File: config.mk
export PLATFORM = sky130hd
export DESIGN_NAME = csk_addsub_pipe
export DESIGN_NICKNAME = d
export VERILOG_FILES = /design/src/rtl/csk_pkg.sv /design/src/rtl/csk_cell.sv /design/src/rtl/csk_ripple.sv /design/src/rtl/csk_addsub_pipe.sv
export SDC_FILE = /design/constraint.sdc
export NUM_CORES = 1
export LEC_CHECK = 0
export ABC_AREA = 1
export CAP_MARGIN = 20
export CORE_MARGIN = 1.5
export CORE_UTILIZATION = 40
export CTS_BUF_LIST = sky130_fd_sc_hd__clkbuf_8
export DETAILED_ROUTE_END_ITERATION = 12
export DONT_BUFFER_PORTS = 1
export GPL_ROUTABILITY_DRIVEN = 0
export PLACE_DENSITY = 0.62
export SETUP_SLACK_MARGIN = 0.02
export SYNTH_ARGS = -nofsm -noshare
export SYNTH_HDL_FRONTEND = slang
export SYNTH_HIERARCHICAL = 1
export SYNTH_SLANG_ARGS = --single-unit
File: constraint.sdc
create_clock -name clk -period 1.4 [get_ports clk]
set_input_delay 0.14 -clock clk [delete_from_list [all_inputs] [get_ports clk]]
set_output_delay 0.14 -clock clk [all_outputs]
set_load 0.005 [all_outputs]
File: src/rtl/csk_pkg.sv
package csk_pkg;
   typedef enum logic {
      OP_ADD = 1'b0,
      OP_SUB = 1'b1
   } op_e;

   // carry (add) or borrow (subtract) generated by one bit without any input
   function automatic logic cell_gen(op_e op, logic a, logic b);
      return (op == OP_SUB) ? (~a & b) : (a & b);
   endfunction

   // bit passes its incoming carry/borrow through unchanged
   function automatic logic cell_prop(op_e op, logic a, logic b);
      return a ^ b ^ (op == OP_SUB);
   endfunction
endpackage

File: src/rtl/csk_cell.sv
module csk_cell
   import csk_pkg::*;
(
   input  op_e  op,
   input  logic a,
   input  logic b,
   input  logic cb_in,
   output logic s,
   output logic cb_out
);
   logic g;
   logic p;

   always_comb begin
      g      = cell_gen(op, a, b);
      p      = cell_prop(op, a, b);
      s      = a ^ b ^ cb_in;
      cb_out = g | (p & cb_in);
   end
endmodule

File: src/rtl/csk_ripple.sv
module csk_ripple
   import csk_pkg::*;
#(
   parameter int N = 2
) (
   input  op_e          op,
   input  logic [N-1:0] a,
   input  logic [N-1:0] b,
   input  logic         cb_in,
   output logic [N-1:0] s,
   output logic         cb_out
);
   logic [N:0] chain;

   assign chain[0] = cb_in;

   for (genvar i = 0; i < N; i++) begin : g_bit
      csk_cell u_cell (
         .op     (op),
         .a      (a[i]),
         .b      (b[i]),
         .cb_in  (chain[i]),
         .s      (s[i]),
         .cb_out (chain[i+1])
      );
   end

   assign cb_out = chain[N];
endmodule

File: src/rtl/csk_addsub_pipe.sv
module csk_addsub_pipe
   import csk_pkg::*;
#(
   parameter int WIDTH       = 4,
   parameter int SPLIT       = 2,
   parameter bit ENABLE_SKIP = 1'b1
) (
   input  logic             clk,
   input  logic             rst_n,
   input  logic             in_valid,
   input  logic             op_sub,
   input  logic             cb_in,
   input  logic [WIDTH-1:0] a,
   input  logic [WIDTH-1:0] b,
   output logic             out_valid,
   output logic [WIDTH-1:0] res,
   output logic             cb_out
);
   localparam int LO_W = SPLIT;
   localparam int HI_W = WIDTH - SPLIT;

   if (WIDTH < 2) begin : g_bad_width
      $error("csk_addsub_pipe: WIDTH must be at least 2");
   end
   if (SPLIT < 1 || SPLIT > WIDTH - 1) begin : g_bad_split
      $error("csk_addsub_pipe: SPLIT must lie in 1..WIDTH-1");
   end

   // ---------------- stage 1: lower bits and block propagate ----------------
   op_e             op_in;
   logic [LO_W-1:0] lo_sum;
   logic            lo_cbo;
   logic [WIDTH-1:0] bit_prop;
   logic            blk_prop;

   assign op_in = op_e'(op_sub);

   csk_ripple #(.N(LO_W)) u_lo (
      .op     (op_in),
      .a      (a[LO_W-1:0]),
      .b      (b[LO_W-1:0]),
      .cb_in  (cb_in),
      .s      (lo_sum),
      .cb_out (lo_cbo)
   );

   for (genvar i = 0; i < WIDTH; i++) begin : g_prop
      assign bit_prop[i] = cell_prop(op_in, a[i], b[i]);
   end
   assign blk_prop = &bit_prop;

   logic            s1_valid;
   op_e             s1_op;
   logic            s1_blk_cbi;
   logic            s1_mid_cb;
   logic            s1_bp;
   logic [LO_W-1:0] s1_lo_sum;
   logic [HI_W-1:0] s1_a_hi;
   logic [HI_W-1:0] s1_b_hi;

   always_ff @(posedge clk or negedge rst_n) begin
      if (!rst_n) begin
         s1_valid   <= 1'b0;
         s1_op      <= OP_ADD;
         s1_blk_cbi <= 1'b0;
         s1_mid_cb  <= 1'b0;
         s1_bp      <= 1'b0;
         s1_lo_sum  <= '0;
         s1_a_hi    <= '0;
         s1_b_hi    <= '0;
      end else begin
         s1_valid   <= in_valid;
         s1_op      <= op_in;
         s1_blk_cbi <= cb_in;
         s1_mid_cb  <= lo_cbo;
         s1_bp      <= blk_prop;
         s1_lo_sum  <= lo_sum;
         s1_a_hi    <= a[WIDTH-1:SPLIT];
         s1_b_hi    <= b[WIDTH-1:SPLIT];
      end
   end

   // ---------------- stage 2: upper bits and skip selection ----------------
   logic [HI_W-1:0] hi_sum;
   logic            hi_cbo;
   logic            blk_cbo;

   csk_ripple #(.N(HI_W)) u_hi (
      .op     (s1_op),
      .a      (s1_a_hi),
      .b      (s1_b_hi),
      .cb_in  (s1_mid_cb),
      .s      (hi_sum),
      .cb_out (hi_cbo)
   );

   if (ENABLE_SKIP) begin : g_skip
      assign blk_cbo = s1_bp ? s1_blk_cbi : hi_cbo;
   end else begin : g_ripple_only
      assign blk_cbo = hi_cbo;
   end

   always_ff @(posedge clk or negedge rst_n) begin
      if (!rst_n) begin
         out_valid <= 1'b0;
         res       <= '0;
         cb_out    <= 1'b0;
      end else begin
         out_valid <= s1_valid;
         res       <= {hi_sum, s1_lo_sum};
         cb_out    <= blk_cbo;
      end
   end
endmodule

==> impl_metrics.json, run 1 <==
{
  "n_fill_cell": 191,
  "drt_pass1_iterations": 2,
  "pre_cts_ws_ns": 0.1123,
  "drt-total-wl_um": 1278,
  "cp_data_arrival_time_ns": 1.40,
  "path_cells": "inv_2, nand2_1, nand3_1, nand2_2, inv_2, nand2_1, nand3_1, nand2_1, mux2_2",
  "cts_tree": "yes",
  "crit_top_cell": "nand2_1",
  "cts.clk_slew.worst_paths_ns": 0.06,
  "areaGrowthSynthToFinish_pct": 20.96,
  "seqCellArea_um2": 425.4,
  "overflow": 0,
  "row_count": 16,
  "clkSinkCount": 17,
  "max_freq_mhz": 787.9,
  "ir_worst_vdd_mv": 0.4583,
  "vias": 641,
  "fin_util_pct": 50.72,
  "setup_viol_count_final": 0,
  "layout_commonest_cell": "nand2_1",
  "slowest_delay_ns": 0.40,
  "synth_cells": 107,
  "critPathRequiredTime_ns": 1.53,
  "drc": 0,
  "n_antenna_cell": 0,
  "grt_pass1_vias": 543,
  "drv_cap": 0,
  "cts_root_buf": "clkbuf_8",
  "tightest_slew_ns": 0.7066,
  "wl_per_cell_um": 8.694,
  "numPortBuffers": 0,
  "crit_fanout": 3,
  "hold_viol_final": 0,
  "min_path_cells": 2,
  "multi_input_area_um2": 300.3,
  "vias_per_cell": 4.361,
  "rsz0062_at_grt": "no",
  "nets": 134,
  "layout-drive-gt1-share_pct": 13.33,
  "antenna_found_initial": 0,
  "hp-class": "input pin to flop",
  "fin_crit_ns": 1.269,
  "final_cell_mix": "45 x nand2_1, 17 x inv_1, 17 x dfrtp_1, 11 x nand3_1, 8 x dlygate4sd3_1",
  "syn_area_um2": 805.8,
  "crit_family": "flip-flops",
  "cp_slowest_cell": "dfrtp_1",
  "yosysSeqAreaShare_pct": 52.80,
  "outcome": "finished, final reports clean",
  "cts_inserted_buffers": 3,
  "fin_skew_ns": 0.001143,
  "finalCritPeriodShare_pct": 90.65,
  "fin_setup_tns_ns": 0,
  "power_leakage_uw": 0.0005615,
  "grt_max_degree": 18,
  "antenna_left": 0,
  "dieArea_um2": 2292,
  "fin_ws_ns": 0.1308,
  "grt_pass1_wl_um": 1932,
  "clk_path_buf_depth": 2,
  "synth_fp_nets": 120,
  "end_kind": "flop",
  "die_y_um": 47.88,
  "insertion_delay_ns": 0.24,
  "htree_levels": 1,
  "path_buf_inv": 2,
  "core_um2": 1922,
  "initial_core_util_pct": 41.93,
  "maxSlewViolCount": 0,
  "p_per_area_nw_per_um2": 1064,
  "max_slew_margin_pct": 52.74,
  "avgSynthCellArea_um2": 7.531,
  "drt_iter0_drc": 8,
  "die_w_um": 47.88,
  "yosysUniqueCellTypes": 10,
  "hpwl_um": 1006,
  "ios": 19,
  "grt_use_total_pct": 12.44,
  "crit_cells": 9,
  "yosysWarnings": 6,
  "crit_type": "flop to flop",
  "synth_seq_cells": 17,
  "startpoint_type": "flop",
  "r2r.worst_path.cells": 9
}
[per-layer routing]
metal / routed length [µm] / track usage (%)
met4: 18 / 6.486
met1: 559 / 13.75
met2: 639 / 20.80
met3: 60 / 4.528
met5: 0 / 0
[kinds of logic (layout without fill, tap and decap cells)]
group / count (synthesis) / after routing / share of synthesized area (%)
XOR/XNOR: 2 / 2 / 2.174
AO/OA/AOI/OAI: 1 / 1 / 0.6205
flip-flops: 17 / 17 / 52.80
AND/OR/NAND/NOR: 64 / 64 / 32.76
multiplexers: 1 / 1 / 1.397
buffers and inverters: 22 / 35 / 10.25
[synth_stat cells]
cell     count  share of area [%]
nand3_1     11                6.8
nor2_1       3                1.4
xnor2_1      2                2.2
mux2_2       1                1.4
o21ai_0      1               0.62
inv_2        4                1.9
nand2_1     46                 21
dfrtp_1     17                 53
inv_1       18                8.4
nand2_2      4                3.1
[through the flow]
step,hold slack (ns),cells,total power (µW),cell area (µm²)
after detailed placement,-0.1553,134,680.1,839.6
after CTS,0.004708,146,1047,964.7
after global routing,0.02210,147,1098,974.7
after floorplan,-0.1556,107,658.3,805.8
after global placement,-0.1553,134,673.1,839.6
final,0.006497,147,1038,974.7
[power by group]
part | leakage, µW | internal, µW | switching, µW | total (µW)
Sequential | 0.000201 | 536 | 22.5 | 559
Combinational | 0.000334 | 67.4 | 77.2 | 145
Clock | 0.0000269 | 194 | 141 | 334
[path summary, 6_finish.rpt]
kind	start	endpoint	slack (ns)
max	s1_b_hi[0]$_DFF_PN0_	cb_out$_DFF_PN0_	0.13
min	cb_in	s1_lo_sum[0]$_DFF_PN0_	0.006
max reg2reg	s1_b_hi[0]$_DFF_PN0_	cb_out$_DFF_PN0_	0.13
min reg2reg	s1_valid$_DFF_PN0_	out_valid$_DFF_PN0_	0.35
max in group asynchronous	rst_n	s1_valid$_DFF_PN0_	0.56
min in group asynchronous	rst_n	res[2]$_DFF_PN0_	0.39
[state kept, by name, summed over array words and instances, names as in the netlist]
signal      count
res             4
s1_a_hi         2
s1_b_hi         2
s1_lo_sum       2
cb_out          1
out_valid       1
s1_blk_cbi      1
s1_bp           1
s1_mid_cb       1
s1_op           1
s1_valid        1
[timing repair]
action / in CTS / in global routing
buffers inserted: 0 / 1
resized for setup: 0 / 3
hold buffers: 8 / 0
hold endpoints to repair: 24 / 0
setup endpoints to repair: 0 / 1
[final cells by class]
cell class,instances,share of cell area (%)
clock buffer,3,4.236
clock inverter,1,0.3851
inverter,22,8.472
multi-input combinational,68,30.81
sequential,17,43.65
tap,27,3.466
timing repair buffer,9,8.986
[worst register-to-register path, cell delays in order, from the launching register on]
cell	delay (ns)
dfrtp_1	0.40
inv_2	0.08
nand2_1	0.05
nand3_1	0.08
nand2_2	0.07
inv_2	0.06
nand2_1	0.05
nand3_1	0.07
nand2_1	0.05
mux2_2	0.25
No activity file was read; power rests on OpenSTA's default activity.
==> run 2, diff against run 1 <==
--- a/config.mk
+++ b/config.mk
@@ -8,12 +8,12 @@
 export ABC_AREA = 1
 export CAP_MARGIN = 20
 export CORE_MARGIN = 1.5
-export CORE_UTILIZATION = 40
+export CORE_UTILIZATION = 61
 export CTS_BUF_LIST = sky130_fd_sc_hd__clkbuf_8
 export DETAILED_ROUTE_END_ITERATION = 12
 export DONT_BUFFER_PORTS = 1
 export GPL_ROUTABILITY_DRIVEN = 0
-export PLACE_DENSITY = 0.62
+export PLACE_DENSITY = 0.85
 export SETUP_SLACK_MARGIN = 0.02
 export SYNTH_ARGS = -nofsm -noshare
 export SYNTH_HDL_FRONTEND = slang
==> impl_metrics.json, run 2 (synthesis results as in run 1) <==
{
  "hold_viol_final": 0,
  "fin_skew_ns": 0.0007741,
  "core_um2": 1171,
  "insertion_delay_ns": 0.25,
  "n_antenna_cell": 0,
  "row_count": 12,
  "cts_inserted_buffers": 3,
  "seqCellArea_um2": 425.4,
  "finalCritPeriodShare_pct": 95.90,
  "cts_tree": "yes",
  "wl_per_cell_um": 10.83,
  "pre_cts_ws_ns": 0.03806,
  "multi_input_area_um2": 305.3,
  "n_fill_cell": 72,
  "overflow": 0,
  "grt_use_total_pct": 23.72,
  "max_freq_mhz": 744.8,
  "grt_pass1_wl_um": 2304,
  "tightest_slew_ns": 0.7133,
  "fin_crit_ns": 1.343,
  "final_cell_mix": "45 x nand2_1, 17 x dfrtp_1, 16 x inv_1, 10 x nand3_1, 8 x dlygate4sd3_1",
  "numPortBuffers": 0,
  "hp-class": "input pin to flop",
  "initial_core_util_pct": 68.80,
  "vias_per_cell": 4.904,
  "cp_data_arrival_time_ns": 1.48,
  "grt_max_degree": 18,
  "clk_path_buf_depth": 2,
  "maxSlewViolCount": 0,
  "crit_type": "flop to flop",
  "fin_setup_tns_ns": 0,
  "max_slew_margin_pct": 52.29,
  "drt_pass1_iterations": 4,
  "die_w_um": 39.35,
  "drt-total-wl_um": 1473,
  "drt_iter0_drc": 10,
  "largest_register_ff_count": 4,
  "cts_root_buf": "clkbuf_8",
  "ios": 19,
  "startpoint_type": "flop",
  "die_y_um": 39.35,
  "areaGrowthSynthToFinish_pct": 21.43,
  "drc": 0,
  "ir_worst_vdd_mv": 0.8051,
  "hpwl_um": 1017,
  "crit_fanout": 3,
  "htree_levels": 1,
  "end_kind": "flop",
  "antenna_found_initial": 0,
  "p_per_area_nw_per_um2": 1087,
  "hold_ws_ns": 0.01021,
  "antenna_left": 0,
  "fin_util_pct": 83.55,
  "power_leakage_uw": 0.0005732,
  "nets": 136,
  "outcome": "finished, final reports clean",
  "setup_viol_count_final": 0,
  "dieArea_um2": 1548,
  "grt_pass1_vias": 608,
  "cts.clk_slew.worst_paths_ns": 0.06,
  "layout_commonest_cell": "nand2_1",
  "layout-drive-gt1-share_pct": 16.39,
  "fin_ws_ns": 0.05741,
  "drv_cap": 0,
  "vias": 667,
  "regMostFlops": "res",
  "critPathRequiredTime_ns": 1.54,
  "clkSinkCount": 17
}
==> run 2: changes by cell type in the layout (fill, tap and decap cells not counted), sizes merged <==
cell	change
buf	+2
==> run 2: through the flow <==
| step | instances | area [µm²] | power, µW |
|---|---|---|---|
| finish | 136 | 978.4 | 1064 |
| global route | 136 | 978.4 | 1116 |
| CTS | 133 | 948.4 | 1059 |
| detailed placement | 121 | 823.3 | 680.9 |
| global placement | 121 | 823.3 | 670.2 |
| floorplan | 107 | 805.8 | 658.3 |
==> run 2: what timing repair did <==
action | in CTS | in global routing
setup endpoints to repair | 0 | 1
hold buffers | 8 | 0
buffers inserted | 0 | 3
endpoints found under the hold margin | 25 | 0
resized for setup | 0 | 5
==> run 2: final cells by class <==
cell class	instances	share of cell area (%)
Clock buffer	3	4.220
Inverter	22	8.440
Clock inverter	1	0.3836
Sequential cell	17	43.48
Multi-Input combinational cell	68	31.20
Timing Repair Buffer	11	10.49
Tap cell	14	1.790
==> run 2: layer usage <==
| metal | global-route usage [%] | share of wire [%] | vias up |
|---|---|---|---|
| li1 | - | - | 344 |
| met1 | 23.33 | 41 | 294 |
| met2 | 41.67 | 50 | 24 |
| met3 | 9.659 | 6.6 | 5 |
| met4 | 12.93 | 2.3 | 0 |
| met5 | 0 | 0 | - |
==> run 2: critical path, cell delays in order, from the launching register on <==
cell and delay [ns]:
dfrtp_1 0.41, inv_2 0.08, nand2_1 0.06, nand3_2 0.09
nand2_2 0.08, inv_2 0.06, nand2_1 0.06, nand3_1 0.07
nand2_1 0.05, mux2_2 0.26
==> run 2: worst paths after layout <==
path	from	to	slack [ns]	depth (start not counted)
max	s1_b_hi[0]$_DFF_PN0_	cb_out$_DFF_PN0_	0.06	9
min	b[1]	s1_mid_cb$_DFF_PN0_	0.01	2
max reg2reg	s1_b_hi[0]$_DFF_PN0_	cb_out$_DFF_PN0_	0.06	9
min reg2reg	s1_lo_sum[0]$_DFF_PN0_	res[0]$_DFF_PN0_	0.35	0
max in group asynchronous	rst_n	res[2]$_DFF_PN0_	0.57	1
min in group asynchronous	rst_n	out_valid$_DFF_PN0_	0.38	1
==> run 2: power breakdown <==
part / internal [µW] / switching (µW) / leakage, µW
logic: 69.8 / 82.8 / 0.000346
clock network: 195 / 158 / 0.0000269
registers: 536 / 23.0 / 0.000201
